`config.mk`:
```
export PLATFORM = sky130hd
export DESIGN_NAME = rst_seq_top
export DESIGN_NICKNAME = d
export VERILOG_FILES = /design/src/rtl/rst_seq_pkg.sv /design/src/rtl/pin_width_filter.sv /design/src/rtl/rst_release_seq.sv /design/src/rtl/rst_cause_log.sv /design/src/rtl/rst_seq_top.sv
export SDC_FILE = /design/constraint.sdc
export NUM_CORES = 1
export LEC_CHECK = 0
export ABC_CLOCK_PERIOD_IN_PS = 2120
export BUFFER_PORTS_ARGS = -buffer_cell sky130_fd_sc_hd__buf_2
export CORE_MARGIN = 3
export CORE_UTILIZATION = 40
export CTS_BUF_LIST = sky130_fd_sc_hd__clkbuf_4
export DETAILED_ROUTE_END_ITERATION = 10
export GPL_ROUTABILITY_DRIVEN = 0
export PLACE_DENSITY = 0.66
export SYNTH_ARGS = -nofsm -noshare
export SYNTH_HDL_FRONTEND = slang
export SYNTH_SLANG_ARGS = --single-unit
export TNS_END_PERCENT = 100
```
`constraint.sdc`:
```
create_clock -name clk_i -period 2.12 [get_ports clk_i]
set_input_delay 0.424 -clock clk_i [delete_from_list [all_inputs] [get_ports clk_i]]
set_output_delay 0.424 -clock clk_i [all_outputs]
set_load 0.02 [all_outputs]
```
`src/rtl/rst_seq_pkg.sv`:
```
// Shared definitions for the reset sequencer: request indices and the
// request vector type. Index order is the bit order of the cause log.
package rst_seq_pkg;
    localparam int SRC_POR   = 0;
    localparam int SRC_PIN   = 1;
    localparam int SRC_WDT   = 2;
    localparam int SRC_PFAIL = 3;
    localparam int SRC_ADDR  = 4;
    localparam int SRC_N     = 5;

    typedef logic [SRC_N-1:0] src_vec_t;
endpackage

```
`src/rtl/pin_width_filter.sv`:
```
// Synchronises the asynchronous active-low reset pin and accepts it as a
// reset request only after FILT_LEN consecutive low samples.
// Assumes: SYNC_STAGES >= 2; port_mode_i is quasi-static.
module pin_width_filter #(
    parameter int SYNC_STAGES = 2,
    parameter int FILT_LEN    = 8
) (
    input  logic clk_i,
    input  logic por_n_i,
    input  logic pin_n_i,
    input  logic port_mode_i,
    output logic pin_req_o,
    output logic pin_sync_o
);
    localparam int CNT_W = $clog2(FILT_LEN + 1);

    logic [SYNC_STAGES-1:0] sync_q;
    logic [CNT_W-1:0]       low_cnt_q;

    // Shift the raw pin through the synchroniser chain; idle level is high.
    always_ff @(posedge clk_i) begin
        if (!por_n_i) begin
            sync_q <= '1;
        end else begin
            sync_q <= {sync_q[SYNC_STAGES-2:0], pin_n_i};
        end
    end

    assign pin_sync_o = sync_q[SYNC_STAGES-1];

    // Count consecutive low samples, saturating at FILT_LEN.
    always_ff @(posedge clk_i) begin
        if (!por_n_i) begin
            low_cnt_q <= '0;
        end else if (port_mode_i || pin_sync_o) begin
            low_cnt_q <= '0;
        end else if (low_cnt_q != CNT_W'(FILT_LEN)) begin
            low_cnt_q <= low_cnt_q + 1'b1;
        end
    end

    assign pin_req_o = (low_cnt_q == CNT_W'(FILT_LEN));

    // a request only starts after a low synchronised sample
    assert_req_needs_low_R2: assert property (@(posedge clk_i) disable iff (!por_n_i)
        $rose(pin_req_o) |-> $past(!pin_sync_o));

    // a pin configured as a general input never raises a request
    assert_port_blocks_R7: assert property (@(posedge clk_i) disable iff (!por_n_i)
        (port_mode_i && $past(port_mode_i)) |-> !pin_req_o);
endmodule

```
`src/rtl/rst_release_seq.sv`:
```
// Holds the internal reset while requests are active, then counts
// 2^TIMER_W quiet cycles, then a TAIL_LEN tail, then strobes the vector
// fetch for one cycle. Any request restarts the sequence.
// Assumes: TAIL_LEN >= 1; src_any_i excludes power-on (that is por_n_i).
module rst_release_seq #(
    parameter int TIMER_W  = 18,
    parameter int TAIL_LEN = 7
) (
    input  logic clk_i,
    input  logic por_n_i,
    input  logic src_any_i,
    output logic rst_int_o,
    output logic hold_o,
    output logic vec_fetch_o
);
    localparam int TAIL_W = $clog2(TAIL_LEN + 1);

    logic               hold_q;
    logic [TIMER_W-1:0] itv_cnt_q;
    logic [TAIL_W-1:0]  tail_q;
    logic               vec_q;
    logic               ovf;

    assign ovf = hold_q && (itv_cnt_q == '1);

    // Set/reset hold flop: set by any request, cleared by timer overflow.
    always_ff @(posedge clk_i) begin
        if (!por_n_i) begin
            hold_q <= 1'b1;
        end else if (src_any_i) begin
            hold_q <= 1'b1;
        end else if (ovf) begin
            hold_q <= 1'b0;
        end
    end

    // Interval timer: cleared while any request is present, runs during hold.
    always_ff @(posedge clk_i) begin
        if (!por_n_i || src_any_i) begin
            itv_cnt_q <= '0;
        end else if (hold_q) begin
            itv_cnt_q <= itv_cnt_q + 1'b1;
        end
    end

    // Tail counter: loaded on overflow, counts down to zero.
    always_ff @(posedge clk_i) begin
        if (!por_n_i || src_any_i) begin
            tail_q <= '0;
        end else if (ovf) begin
            tail_q <= TAIL_W'(TAIL_LEN);
        end else if (tail_q != '0) begin
            tail_q <= tail_q - 1'b1;
        end
    end

    // Vector-fetch strobe on the cycle after the tail ends.
    always_ff @(posedge clk_i) begin
        if (!por_n_i) begin
            vec_q <= 1'b0;
        end else begin
            vec_q <= !src_any_i && (tail_q == TAIL_W'(1));
        end
    end

    assign rst_int_o   = hold_q;
    assign hold_o      = hold_q || (tail_q != '0);
    assign vec_fetch_o = vec_q;

    // reset only ends after a cycle with no request
    assert_fall_quiet_R3: assert property (@(posedge clk_i) disable iff (!por_n_i)
        $fell(rst_int_o) |-> $past(!src_any_i));

    // the core stays held when the internal reset ends
    assert_tail_after_R5: assert property (@(posedge clk_i) disable iff (!por_n_i)
        $fell(rst_int_o) |-> hold_o);

    // the strobe lasts a single cycle
    assert_vec_single_R6: assert property (@(posedge clk_i) disable iff (!por_n_i)
        vec_fetch_o |=> !vec_fetch_o);

    // the strobe coincides with the release of the core
    assert_vec_at_release_R6: assert property (@(posedge clk_i) disable iff (!por_n_i)
        vec_fetch_o |-> (!hold_o && $past(hold_o)));
endmodule

```
`src/rtl/rst_cause_log.sv`:
```
// Sticky per-source cause bits with write-one-to-clear; set beats clear.
// Power-on forces the log to show only the power-on bit.
// Assumes: src_i and clr_i are synchronous to clk_i.
module rst_cause_log
    import rst_seq_pkg::*;
(
    input  logic     clk_i,
    input  logic     por_n_i,
    input  src_vec_t src_i,
    input  src_vec_t clr_i,
    output src_vec_t cause_o
);
    for (genvar i = 0; i < SRC_N; i++) begin : g_bit
        logic bit_q;

        // Keep, clear or set one cause bit.
        always_ff @(posedge clk_i) begin
            if (!por_n_i) begin
                bit_q <= (i == SRC_POR);
            end else begin
                bit_q <= src_i[i] || (bit_q && !clr_i[i]);
            end
        end

        assign cause_o[i] = bit_q;
    end

    // a recorded bit survives unless its clear strobe was given
    assert_sticky_R8: assert property (@(posedge clk_i) disable iff (!por_n_i)
        (($past(cause_o) & ~$past(clr_i) & ~cause_o) == '0));

    // every active request is recorded on the next cycle
    assert_set_R8: assert property (@(posedge clk_i) disable iff (!por_n_i)
        ((cause_o & $past(src_i)) == $past(src_i)));
endmodule

```
`src/rtl/rst_seq_top.sv`:
```
// Top of the reset sequencer: merges the five requests, routes the pin
// either to the width filter or out as a general input, and drives the
// release sequence and the cause log.
// Assumes: watchdog, power-fail, address-fault and configuration inputs
// are synchronous to clk_i; por_n_i is held low for several cycles.
module rst_seq_top
    import rst_seq_pkg::*;
#(
    parameter int TIMER_W     = 18,
    parameter int TAIL_LEN    = 7,
    parameter int FILT_LEN    = 8,
    parameter int SYNC_STAGES = 2
) (
    input  logic       clk_i,
    input  logic       por_n_i,
    input  logic       pin_n_i,
    input  logic       wdt_to_i,
    input  logic       pfail_i,
    input  logic       addr_fault_i,
    input  logic       cfg_por_en_i,
    input  logic       cfg_pin_port_i,
    input  logic [4:0] cause_clr_i,
    output logic       rst_int_o,
    output logic       cpu_hold_o,
    output logic       vec_fetch_o,
    output logic       pin_in_o,
    output logic [4:0] cause_o
);
    logic     port_mode;
    logic     pin_req;
    logic     pin_sync;
    logic     src_any;
    src_vec_t src_vec;

    // Pin becomes a general input only with power-on reset also enabled.
    assign port_mode = cfg_pin_port_i && cfg_por_en_i;

    pin_width_filter #(
        .SYNC_STAGES(SYNC_STAGES),
        .FILT_LEN   (FILT_LEN)
    ) u_filter (
        .clk_i      (clk_i),
        .por_n_i    (por_n_i),
        .pin_n_i    (pin_n_i),
        .port_mode_i(port_mode),
        .pin_req_o  (pin_req),
        .pin_sync_o (pin_sync)
    );

    // Collect requests in cause-log bit order.
    always_comb begin
        src_vec            = '0;
        src_vec[SRC_POR]   = !por_n_i;
        src_vec[SRC_PIN]   = pin_req;
        src_vec[SRC_WDT]   = wdt_to_i;
        src_vec[SRC_PFAIL] = pfail_i;
        src_vec[SRC_ADDR]  = addr_fault_i;
    end

    assign src_any = |src_vec[SRC_N-1:1];

    rst_release_seq #(
        .TIMER_W (TIMER_W),
        .TAIL_LEN(TAIL_LEN)
    ) u_seq (
        .clk_i      (clk_i),
        .por_n_i    (por_n_i),
        .src_any_i  (src_any),
        .rst_int_o  (rst_int_o),
        .hold_o     (cpu_hold_o),
        .vec_fetch_o(vec_fetch_o)
    );

    rst_cause_log u_cause (
        .clk_i  (clk_i),
        .por_n_i(por_n_i),
        .src_i  (src_vec),
        .clr_i  (cause_clr_i),
        .cause_o(cause_o)
    );

    assign pin_in_o = port_mode ? pin_sync : 1'b1;

    // every accepted request asserts the internal reset on the next cycle
    assert_src_sets_R1: assert property (@(posedge clk_i) disable iff (!por_n_i)
        src_any |=> rst_int_o);

    // the core is always held while the internal reset is active
    assert_hold_cover_R5: assert property (@(posedge clk_i) disable iff (!por_n_i)
        rst_int_o |-> cpu_hold_o);
endmodule

```
# [Word-level counts from Yosys, hierarchy flattened]
# Index checks and enable logic that the tools add are counted.
[totals] reg_bits=34
[classes] addsub=3 eq_ne=4 n_mux=3 n_bitwise=1 reduce_logical=28
[op_table] cell="$add 18x1->18 const B" count=1
[op_table] cell="$eq 18x18->1 const B" count=1
[op_table] cell="$logic_and 1x1->1" count=8
[op_table] cell="$logic_or 1x1->1" count=8
[op_table] cell="$logic_not 1->1" count=7
[op_table] cell="$mux 3" count=2
[op_table] cell="$reduce_or 5->1" count=1
[op_table] cell="$add 4x1->4 const B" count=1
[op_table] cell="$eq 4x4->1 const B" count=1
[op_table] cell="$ne 4x4->1 const B" count=1
[op_table] cell="$reduce_or 4->1" count=1
[op_table] cell="$eq 3x1->1 const B" count=1
[op_table] cell="$reduce_bool 3->1" count=1
[op_table] cell="$sub 3x1->3 const B" count=1
[op_table] cell="$reduce_bool 2->1" count=1
[op_table] cell="$reduce_or 2->1" count=1
[op_table] cell="$mux 1" count=1
[op_table] cell="$not 1->1" count=1

# [Longest topological paths before layout]
[depth] word_depth=4 depth_mapped=6 mapped_depth_nobuf=6

# [By module]
# Synthesis repeated with hierarchy kept, for this count alone.
[hier_totals] cells_unflattened=169 hier_area_um2=1591.5
[modules_own_cells] module="rst_release_seq" n_inst=1 cells_each=121 area_per_inst_um2=1073.5 seq_area_each_um2=460.4
[modules_own_cells] module="pin_width_filter" n_inst=1 cells_each=24 area_per_inst_um2=256.5 seq_area_each_um2=120.1
[modules_own_cells] module="rst_cause_log" n_inst=1 cells_each=20 area_per_inst_um2=236.5 seq_area_each_um2=100.1
[modules_own_cells] module="rst_seq_top" n_inst=1 cells_each=4 area_per_inst_um2=25.0 seq_area_each_um2=0.0

# [Least setup slack after synthesis]
# Ideal clock, no wire load.
[synth_timing] path_kind="register -> register" from="register u_seq.hold_q, in the netlist u_seq.rst_int_o" to="register u_seq.itv_cnt_q[13]" t_arrival_ps=1429 slack_ps=621 stages_incl_launch_ff=6 cell_sequence="dfxtp_1 > and4_1 > buf_6 > nand4_4 > or3_1 > a21oi_1"
[synth_rtl] element="start: declaration" line="rst_release_seq.sv:18" rtl="logic hold_q;"
[synth_rtl] element="start signal: assignment" line="rst_release_seq.sv:29" rtl="hold_q <= 1'b1;"
[synth_rtl] element="start signal: assignment" line="rst_release_seq.sv:31" rtl="hold_q <= 1'b1;"
[synth_rtl] element="start signal: assignment" line="rst_release_seq.sv:33" rtl="hold_q <= 1'b0;"
[synth_rtl] element="end signal: assignment" line="rst_release_seq.sv:42" rtl="itv_cnt_q <= itv_cnt_q + 1'b1;"
[synth_rtl] element="end: declaration" line="rst_release_seq.sv:19" rtl="logic [TIMER_W-1:0] itv_cnt_q;"

# [Final worst setup path]
[layout_timing] from="register u_seq.tail_q[0]" to="output port cpu_hold_o"
[layout_via] elab_chain_cells=2
[layout_lines] element="start: declaration" line="rst_release_seq.sv:20" rtl="logic [TAIL_W-1:0] tail_q;"
[layout_lines] element="start signal: assignment" line="rst_release_seq.sv:51" rtl="tail_q <= TAIL_W'(TAIL_LEN);"
[layout_lines] element="start signal: assignment" line="rst_release_seq.sv:53" rtl="tail_q <= tail_q - 1'b1;"
[layout_lines] element="$reduce_bool 3->1" line="rst_release_seq.sv:67" rtl="assign hold_o = hold_q || (tail_q != '0);"
[layout_lines] element="$logic_or 1x1->1" line="rst_release_seq.sv:67"
[layout_lines] element="end: declaration" line="rst_seq_top.sv:24" rtl="output logic cpu_hold_o,"
# Every way passes these cells.

==> flow_metrics.env <==
export IMPL_dieArea_um2=4670
export IMPL_grt_pass1_wl_um=4770
export IMPL_die_height_um=68.4
export IMPL_setup_viol=0
export IMPL_switching_share=0.226
export IMPL_htree_levels=2
export IMPL_firstDrtPassIters=4
export IMPL_numCtsBuffers=5
export IMPL_min_period_over_period=0.912
export IMPL_synth_top_area_share=0.438
export IMPL_multi_input_area_um2=769
export IMPL_remaining_drc_errors=0
export IMPL_core_um2=3720
export IMPL_drt_wl_total_um=2710
export IMPL_pwr_share_clk=0.316
export IMPL_path_class="register to output pin"
export IMPL_end_kind="output pin"
export IMPL_synth_fp_nets=181
export IMPL_synth_most_common_cell="dfxtp_1"
export IMPL_cts_resized=0
export IMPL_skew_ns=0.00891
export IMPL_grt_total_usage=0.140
export IMPL_synth_largest_area_cell="dfxtp_1"
export IMPL_clock_root_buffer="clkbuf_4"
export IMPL_place_hpwl_um=2080
export IMPL_num_vias=1146
export IMPL_antenna_found_initial=0
export IMPL_maxSlewHeadroom=0.725
export IMPL_syn_avg_cell_area_um2=9.60
export IMPL_cp_arrival_ns=1.51
export IMPL_synthToLayoutAreaGrowth_pct=8.85
export IMPL_first_global_vias=1131
export IMPL_finalWorstPathRequiredPeriod_ns=1.93
export IMPL_synth_async_sr_flop_share=0
export IMPL_drive_gt1_frac=0.204
export IMPL_std_cell_rows=22
export IMPL_die_w_um=68.4
export IMPL_hold_buffers=0
export IMPL_crit_slowest_cell="dfxtp_1"
export IMPL_drt_iter0_drc=31
export IMPL_cp_max_fo=4
export IMPL_grt_overflow=0
export IMPL_cts_sinks=34
export IMPL_syn_inst=162
export IMPL_worstSetupStartpointType="register"
export IMPL_final_nets=200
export IMPL_wl_per_cell_um=11.8
export IMPL_cap_violations=0
export IMPL_tightest_slew_ns=0.412
export IMPL_tritoncts="yes"
export IMPL_synthFlopType="dfxtp_1"
export IMPL_synth_cell_types=33
export IMPL_irDropWorstVdd_mv=0.326
export IMPL_post_dp_cell_area_um2=1650
export IMPL_fin_area_um2=1690
export IMPL_regArea_um2=681
export IMPL_slowest_delay_ns=0.35
export IMPL_antenna_cells=0
export IMPL_synth_area_um2=1560
export IMPL_max_freq_mhz=517
export IMPL_ctsLongestPathBuffers=2
export IMPL_clk_pin_slew_ns=0.10
export IMPL_viasPerCell=5.00
export IMPL_rsz0062_at_grt="no"
export IMPL_path_cells="inv_1 > ha_1 > nand2b_1 > or2_2 > buf_2"
export IMPL_outcome="finished clean"
export IMPL_crit_start="u_seq.tail_q[0]$_SDFFE_PP0P_"
export IMPL_synth_seq_cells=34
export IMPL_ant_nets=0
export IMPL_grt_max_degree=17
export IMPL_fin_util=0.456
export IMPL_yosysWarnings=0
export IMPL_internal_power_uw=787
export IMPL_synth_area_leaders="dfxtp_1 (44%), xor2_1 (5.6%), ha_1 (4.8%), nor2_1 (4.6%), xnor2_1 (3.4%)"
export IMPL_p_seq_frac=0.639
export IMPL_powerDensity_nw_per_um2=601
export IMPL_cts_setup_buffers=0
export IMPL_power_frac_comb=0.044
export IMPL_slew_viol_final=0
export IMPL_synth_edf_count=0
export IMPL_seq_area_frac_synth=0.438
export IMPL_min_delay_start="cause_clr_i[0]"
export IMPL_nFillCells=369
export IMPL_required_ns=1.70
export IMPL_power_switching_uw=230
export IMPL_reg2reg_from="u_filter.low_cnt_q[0]$_SDFFE_PP0N_"
export IMPL_setup_tns_ns=0
export IMPL_finalPower_mw=1.02
export IMPL_hold_class="input port to register"
export IMPL_port_buffers=21
export IMPL_boundaryPins=22
export IMPL_initial_utilization=0.419
export IMPL_hold_viol=0
export IMPL_leakage_nw=0.657
export IMPL_synthTopCellsByCount="dfxtp_1 (34), nor2_1 (19), xor2_1 (10)"
export IMPL_clk_latency_ns=0.33
[worst paths after layout]
| kind | endpoint | slack (ns) | cells past startpoint |
|---|---|---|---|
| worst max-delay path | cpu_hold_o | 0.19 | 5 |
| worst min-delay path | u_cause.g_bit[0].bit_q$_SDFF_PN1_ | 0.27 | 2 |
| worst max register to register | u_seq.tail_q[2]$_SDFFE_PP0P_ | 0.46 | 6 |
| worst min register to register | u_filter.sync_q[1]$_SDFF_PN1_ | 0.42 | 1 |
[power by group through the flow]
stage	Combinational, mW	Clock [mW]	Sequential [mW]
2_1_floorplan	0.0309	0	0.664
4_1_cts	0.0460	0.340	0.650
5_1_grt	0.0504	0.374	0.651
6_report	0.0452	0.322	0.650
3_3_place_gp	0.0450	0	0.664
3_5_place_dp	0.0459	0	0.665
[cell families after synthesis]
family / Yosys count / share of synthesized area
flops: 34 / 0.438
compound gates: 20 / 0.0732
fa+ha+maj: 6 / 0.0483
xor+xnor: 16 / 0.0901
buf+inv: 16 / 0.0676
mux: 2 / 0.0129
simple gates: 68 / 0.270
[critical path: cells and delay by family (launching register included)]
family	cells	cell delay, ns
buf+inv	2	0.24
simple gates	2	0.42
flops	1	0.35
fa+ha+maj	1	0.16
[area by class of cell]
| type | instances | share of cell area |
|---|---|---|
| Clock buffer | 5 | 0.0222 |
| Sequential cell | 34 | 0.402 |
| Timing Repair Buffer | 22 | 0.0665 |
| Clock inverter | 2 | 0.00591 |
| Tap cell | 48 | 0.0355 |
| Multi-Input combinational cell | 112 | 0.455 |
| Inverter | 6 | 0.0133 |
[placed cells by master, fill, tap and decap left out, types with 2 or more instances in the layout]
cell type,synthesis,layout
clkbuf_4,0,5
nand4_4,2,2
nor3b_1,2,2
buf_2,0,21
ha_1,6,6
o21ai_0,7,7
and4_1,3,3
o21a_1,3,3
nand2_1,7,7
nand2b_1,4,4
nand3_1,5,5
mux2i_1,2,2
or2_2,2,2
dfxtp_1,34,34
nor2_1,19,19
xnor2_1,6,6
clkinv_2,0,2
xor2_1,10,10
nand3b_1,2,2
o21ai_1,2,2
or3_1,6,6
nand4_1,7,7
nor2b_1,3,3
inv_1,6,6
a21oi_1,6,6
[metal layers]
metal	GRT usage	vias up	wire, um
met5	0	-	0
met1	0.146	537	1130
li1	-	582	-
met2	0.237	21	1400
met3	0.0427	6	110
met4	0.102	0	77
[stage by stage]
| stage | cells | setup WS [ns] | hold WS (ns) |
|---|---|---|---|
| 6_report | 229 | 0.187 | 0.273 |
| 5_1_grt | 229 | 0.0731 | 0.262 |
| 4_1_cts | 229 | 0.168 | 0.266 |
| 3_5_place_dp | 222 | 0.455 | 0.398 |
| 3_3_place_gp | 222 | 0.531 | 0.391 |
| 2_1_floorplan | 162 | 0.621 | 0.386 |
[state kept, by name, indices dropped and copies added, names as in the netlist]
signal / flops
u_seq.itv_cnt_q: 18
u_cause.g_bit.bit_q: 5
u_seq.vec_fetch_o: 1
u_filter.low_cnt_q: 4
u_filter.sync_q: 2
u_seq.rst_int_o: 1
u_seq.tail_q: 3
(Power assumes the default switching activity.)
